<file path="src/rtl/vc_preempt_arbiter.sv">
module vc_preempt_arbiter #(
  parameter int NUM_VC       = 4,
  parameter int FLIT_W       = 16,
  parameter int CREDIT_DEPTH = 4,
  localparam int VC_W  = (NUM_VC > 1) ? $clog2(NUM_VC) : 1,
  localparam int CNT_W = $clog2(CREDIT_DEPTH + 1)
) (
  input  logic                     clk,
  input  logic                     rst_n,
  input  logic [NUM_VC-1:0]        vc_req,
  input  logic [NUM_VC*FLIT_W-1:0] vc_flit,
  input  logic [NUM_VC-1:0]        credit_in,
  output logic [NUM_VC-1:0]        vc_pop,
  output logic                     out_valid,
  output logic [VC_W-1:0]          out_vc,
  output logic [FLIT_W-1:0]        out_flit
);

  localparam logic [CNT_W-1:0] FULL = CNT_W'(CREDIT_DEPTH);

  logic [CNT_W-1:0]  credit [NUM_VC];
  logic [NUM_VC-1:0] eligible;
  logic [VC_W-1:0]   sel_vc;
  logic [FLIT_W-1:0] sel_flit;

  for (genvar i = 0; i < NUM_VC; i++) begin : g_vc
    assign eligible[i] = vc_req[i] && (credit[i] != '0);

    always_ff @(posedge clk) begin
      if (!rst_n) credit[i] <= FULL;
      else        credit[i] <= credit[i] - CNT_W'(vc_pop[i]) + CNT_W'(credit_in[i]);
    end

    a_r5_credit_bound: assert property (@(posedge clk) disable iff (!rst_n)
      credit[i] <= FULL);
    a_r6_no_excess_return: assert property (@(posedge clk) disable iff (!rst_n)
      (credit[i] == FULL && !vc_pop[i]) |-> !credit_in[i]);
    a_r4_link_matches_pop: assert property (@(posedge clk) disable iff (!rst_n)
      vc_pop[i] |=> (out_valid && out_vc == VC_W'(i)
                     && out_flit == $past(vc_flit[i*FLIT_W +: FLIT_W])));
    for (genvar j = 0; j < i; j++) begin : g_hi
      a_r7_preempt_lower: assert property (@(posedge clk) disable iff (!rst_n)
        (vc_req[j] && credit[j] != '0) |-> !vc_pop[i]);
    end
  end

  assign vc_pop = eligible & (~eligible + NUM_VC'(1));

  always_comb begin
    sel_vc   = '0;
    sel_flit = '0;
    for (int i = 0; i < NUM_VC; i++) begin
      if (vc_pop[i]) begin
        sel_vc   = VC_W'(i);
        sel_flit = vc_flit[i*FLIT_W +: FLIT_W];
      end
    end
  end

  always_ff @(posedge clk) begin
    if (!rst_n) begin
      out_valid <= 1'b0;
      out_vc    <= '0;
      out_flit  <= '0;
    end else begin
      out_valid <= |vc_pop;
      out_vc    <= sel_vc;
      out_flit  <= sel_flit;
    end
  end

  a_r3_single_grant: assert property (@(posedge clk) disable iff (!rst_n)
    $onehot0(vc_pop));
  a_r9_idle_link: assert property (@(posedge clk) disable iff (!rst_n)
    (vc_pop == '0) |=> !out_valid);

endmodule

</file>
<file path="config.mk">
export PLATFORM = sky130hd
export DESIGN_NAME = vc_preempt_arbiter
export DESIGN_NICKNAME = d
export VERILOG_FILES = /design/src/rtl/vc_preempt_arbiter.sv
export SDC_FILE = /design/constraint.sdc
export NUM_CORES = 1
export LEC_CHECK = 0
export BUFFER_PORTS_ARGS = -buffer_cell sky130_fd_sc_hd__buf_2
export CORE_MARGIN = 3
export CORE_UTILIZATION = 49
export CTS_BUF_LIST = sky130_fd_sc_hd__clkbuf_2 sky130_fd_sc_hd__clkbuf_4 sky130_fd_sc_hd__clkbuf_8
export CTS_CLUSTER_SIZE = 24
export DETAILED_ROUTE_END_ITERATION = 6
export PLACE_DENSITY = 0.87
export SYNTH_ARGS = -nofsm -noshare
export SYNTH_HDL_FRONTEND = slang
export SYNTH_SLANG_ARGS = --single-unit
</file>
<file path="constraint.sdc">
create_clock -name clk -period 6.7 [get_ports clk]
set_input_delay 1.34 -clock clk [delete_from_list [all_inputs] [get_ports clk]]
set_output_delay 1.34 -clock clk [all_outputs]
set_load 0.05 [all_outputs]
</file>
; ---- Word level (Yosys, flattened, before mapping)
; Memories as Yosys holds them, arrays and structs flattened.
; Index checks and enable logic that the tools add are counted.
; Widths: inputs -> output; s select.
[op_classes]
reduce_logical = 9
add_sub_neg = 9
mux = 13
n_bitwise = 6
[ops]
columns = op, count
row1 = $mux 16, 4
row2 = $add 3x1->3, 4
row3 = $mux 3, 4
row4 = $reduce_bool 3->1, 4
row5 = $sub 3x1->3, 4
row6 = $add 4x1->4 const B, 1
row7 = $and 4x4->4, 1
row8 = $logic_and 1x1->1, 4
row9 = $mux 2, 2
row10 = $not 4->4, 1
row11 = $or 1x1->1, 4
row12 = $reduce_or 4->1, 1
row13 = $mux 1, 3
[totals]
mem_count = 1
out_inout_bits = 23
elab_cells = 41
inputBits = 74
register_bits = 19
ram_bits = 12
[mem_list]
columns = memory, depth, word_bits, rd, rd_ports_with_merged_regs, write_ports, line_no
row1 = credit, 4, 3, 4, 0, 4, 21  ; logic [CNT_W-1:0] credit [NUM_VC];

; ---- Longest topological paths before layout
; An unclocked memory read counts as a cell.
[logic_depth]
ltp_word = 10
mapped_depth = 13
depth_no_buf = 10

; ---- Worst setup path after synthesis
; OpenSTA, ideal clock, no wires.
[synth_timing]
path_kind = input to output
from = in vc_req[1]
to = out vc_pop[1]
setup_slack_ps = 2943
path_buffers = 2
stages = 4
arrival_time_ps = 2417
path_cell_list = o31ai_2 -> buf_4 -> buf_2 -> nor2_1
[synth_via]
elab_chain_len = 4
[synth_rtl]
columns = item, line_no
row1 = "start, declared", 10  ; input logic [NUM_VC-1:0] vc_req,
row2 = $logic_and 1x1->1 (*), 27  ; assign eligible[i] = vc_req[i] && (credit[i] != '0);
row3 = $not 4->4, 47  ; assign vc_pop = eligible & (~eligible + NUM_VC'(1));
row4 = $add 4x1->4, 47
row5 = $and 4x4->4 (*), 47
row6 = "end, declared", 13  ; output logic [NUM_VC-1:0] vc_pop,
; Mark *: on every way between the ends. The rest lies on a longest branch, timed or not.

; ---- Final worst setup path
[layout_timing]
from = in vc_req[1]
to = out vc_pop[2]
[layout_via]
elab_chain_len = 4
[layout_rtl]
columns = item, line_no
row1 = $logic_and 1x1->1, 27
row2 = $not 4->4, 47
row3 = $add 4x1->4, 47
row4 = $and 4x4->4, 47
; No other way between the ends.

==> metrics.md <==
| Metric | Value |
|---|---|
| #FFs+latches synth | `31` |
| Worst Setup Start Kind | `input port` |
| Leak pwr | `between 1 and 1.5 nW` |
| Multi-input gate area | `991.0 um^2` |
| Worst VDD drop | `around 0.17 mV` |
| Syn avg cell area | `~9.5 um^2` |
| Register area | `approximately 620 um^2` |
| Root Driver | `clkbuf_4` |
| Final Routed Wirelength | `around 4.5 mm` |
| Fin crit period | `4.330 ns` |
| CTS tree | `done` |
| Via count | `1,649` |
| Syn-to-layout area delta | `29.09%` |
| Syn nets | `between 200 and 300` |
| Reg2reg start | `credit[0][1]` |
| Pre-CTS WS | `roughly 2.4 ns` |
| Ys Warns | `0` |
| # clock sinks | `31` |
| Hold Crit Depth | `2` |
| Setup Skew | `between 0.01 and 0.015 ns` |
| Post-CTS sizing | `0` |
| Cts hold-fix bufs | `0` |
| CP max FO | `21` |
| Initial antenna violation count | `0` |
| Unique masters post-synth | `26` |
| Top cell type's share of synthesized area | `approximately a third` |
| Detail Placement HPWL | `about 3.5 mm` |
| CP Launch Point | `vc_req[1]` |
| Syn Std Cell Area | `0.001759 mm^2` |
| Worst Hold Path EP | `credit[2][2]` |
| Nets | `362` |
| CTS max path bufs | `2` |
| Setup Buffers After CTS | `0` |
| Total iterations of the first detailed-routing run | `4` |
| H-tree lvl count | `2` |
| N_diodes | `0` |
| Core ar. | `0.003390 mm^2` |
| Share of cells above drive strength 1 | `between 40% and 50%` |
| Internal reg-to-reg setup slack | `3.16 ns` |
| Fmax | `230.9 MHz` |
| Setup crit end kind | `output pin` |
| WP data arrival | `2.99 ns` |
| WS Path Type | `input port to output pin` |
| Layout Cell Area excl Fill | `~0.0023 mm^2` |
| Post-synthesis cell count | `around 190` |
| Clock slew at reported path FFs | `around 0.080 ns` |
| Worst-skew pair later-pin latency | `0.33 ns` |
| Die height | `between 60 and 70 um` |
| Starting density of the core | `51.90%` |
| Worst EP required | `approximately 5.4 ns` |
| Tightest Pin Transition | `about 1.1 ns` |
| Fill cells | `around 270` |
| Critical hold path startpoint | `credit[2][1]` |
| Reg-to-Reg End | `credit[3][2]` |
| Largest net degree at the start of global routing | `32` |
| Num CTS Buffers | `5` |
| Post-DRT Antenna Nets | `0` |
| Number of DRC markers in iteration 0 | `between 80 and 90` |
| RSZ-0062 raised after global routing | `false` |
| Number of I/O pins | `between 90 and 100` |
| First-pass GRT wire length | `~6.7 mm` |
| FP Rows | `21` |
| Worst r2r path cells | `10` |
| Worst setup margin | `approximately 2.4 ns` |
| Via/cell ratio | `slightly above 5` |
| Status | `complete, no violations` |
| Placed cell areas | `~0.0022 mm^2` |
| Die X | `65.92 um` |
| Buffers on Ports | `between 90 and 100` |
| Slew Viols, Final | `0` |
| DIE AREA | `about 0.0043 mm^2` |
| Gr usage total | `about a fifth` |
| Area leader, netlist | `dfxtp_1` |
| Wire per inst | `~14 um` |
| Slew headroom | `a little over a quarter` |
| PwrDens | `331.4 mW/mm^2` |
| Vias in the first global route | `1,462` |
| Largest cells by area after synthesis | `dfxtp_1, o21ai_0, a2bb2oi_1` |
| DRC violations left | `0` |
| Final setup violation count | `0` |
| GRT overflow | `0` |
| Setup TNS | `0 ns` |
| Final Hold Fails | `0` |
| Routability Congestion | `0.7704` |
| Max-cap violations | `0` |
| Sequential area share after synthesis | `between 30% and 40%` |
| Period utilization | `~65%` |
| Min-Delay Path Class | `flip-flop to flip-flop` |
layout make-up:
cell class,count,area share [%]
Tap cell,46,2.534
Inverter,17,2.810
Clock inverter,1,0.2204
Multi-Input combinational cell,125,43.64
Clock buffer,7,2.314
Sequential cell,31,27.33
Timing Repair Buffer,96,21.16
critical path, stage by stage:
cell,delay (ns)
buf_2,0.10
o31ai_2,0.26
nand3b_1,0.69
inv_1,0.29
buf_2,0.30
synth_stat cells:
library cell and instances:
o21ai_0 32, dfxtp_1 31, a2bb2oi_1 16, inv_1 16, nor2b_1 10, nor3_1 9
ha_1 8, and2_1 7, nor2b_4 7, nor3_2 7, xnor2_1 7, nand2_1 6
buf_2 4, clkbuf_1 4, fa_1 4, o31ai_2 4, buf_4 3, o21a_1 3
and3_1 1, and4b_1 1, buf_6 1, buf_8 1, inv_2 1, nand3b_1 1
nor2_1 1, xor2_1 1
registers in the layout (all words and copies together), names as in the netlist:
signal     cells
out_flit      16
credit        12
out_vc         2
out_valid      1
worst max-delay path by stage:
stage | endpoint | slack [ns] | cells past startpoint
4_1_cts | vc_pop[2] | 2.39 | 5
6_report | vc_pop[2] | 2.37 | 5
2_1_floorplan | vc_pop[1] | 2.94 | 4
5_1_grt | vc_pop[2] | 2.20 | 5
3_3_place_gp | vc_pop[2] | 2.49 | 5
3_5_place_dp | vc_pop[2] | 2.38 | 5
metrics by stage:
step	std cells	utilization, %	hold slack, ns	total power [mW]
after floorplan	186	-	0.5054	0.5682
after global placement	315	65.30	0.5312	0.6312
after detailed placement	315	65.30	0.5299	0.6470
after CTS	323	67.00	0.5725	0.7584
after global routing	323	67.00	0.5974	0.8080
final	323	67.00	0.5666	0.7525
cells by family (layout without fill, tap and decap cells):
| kind of cell | Yosys count | count (layout) | share of synthesized area (%) |
|---|---|---|---|
| AOI/OAI and AO/OA | 55 | 55 | 21.19 |
| xor gates and xnor gates | 8 | 8 | 3.983 |
| adders and majority gates | 12 | 12 | 10.24 |
| buffers and inverters | 30 | 121 | 8.392 |
| DFF | 31 | 31 | 35.28 |
| and+or+nand+nor | 50 | 50 | 20.91 |
routing by layer:
metal | part of all wire (%) | routed length (um) | vias to the layer above | track usage, %
met2 | 49 | 2214 | 77 | 34.54
met3 | 10 | 449 | 7 | 6.293
met5 | 0 | 0 | - | 0
met1 | 39 | 1769 | 753 | 23.40
met4 | 1.4 | 65 | 0 | 8.549
li1 | - | - | 812 | -
report_power, final:
group,leakage (nW),total [mW],switching [mW],internal [mW]
Sequential,0.258,0.262,0.0294,0.233
Clock,0.0361,0.112,0.0626,0.0490
Combinational,0.814,0.379,0.230,0.149
cell usage in the layout, fill, tap and decap left out, types with 3 or more instances in the layout:
master,synthesis,routed
a2bb2oi_1,16,16
nor2b_4,7,7
nor2b_1,10,10
ha_1,8,8
o31ai_2,4,4
o21ai_0,32,32
buf_2,4,96
xnor2_1,7,7
fa_1,4,4
dfxtp_1,31,31
nor3_2,7,7
nor3_1,9,9
nand2_1,6,6
inv_1,16,16
o21a_1,3,3
and2_1,7,7
clkbuf_4,0,7
Power figures use the tool's default switching activity.
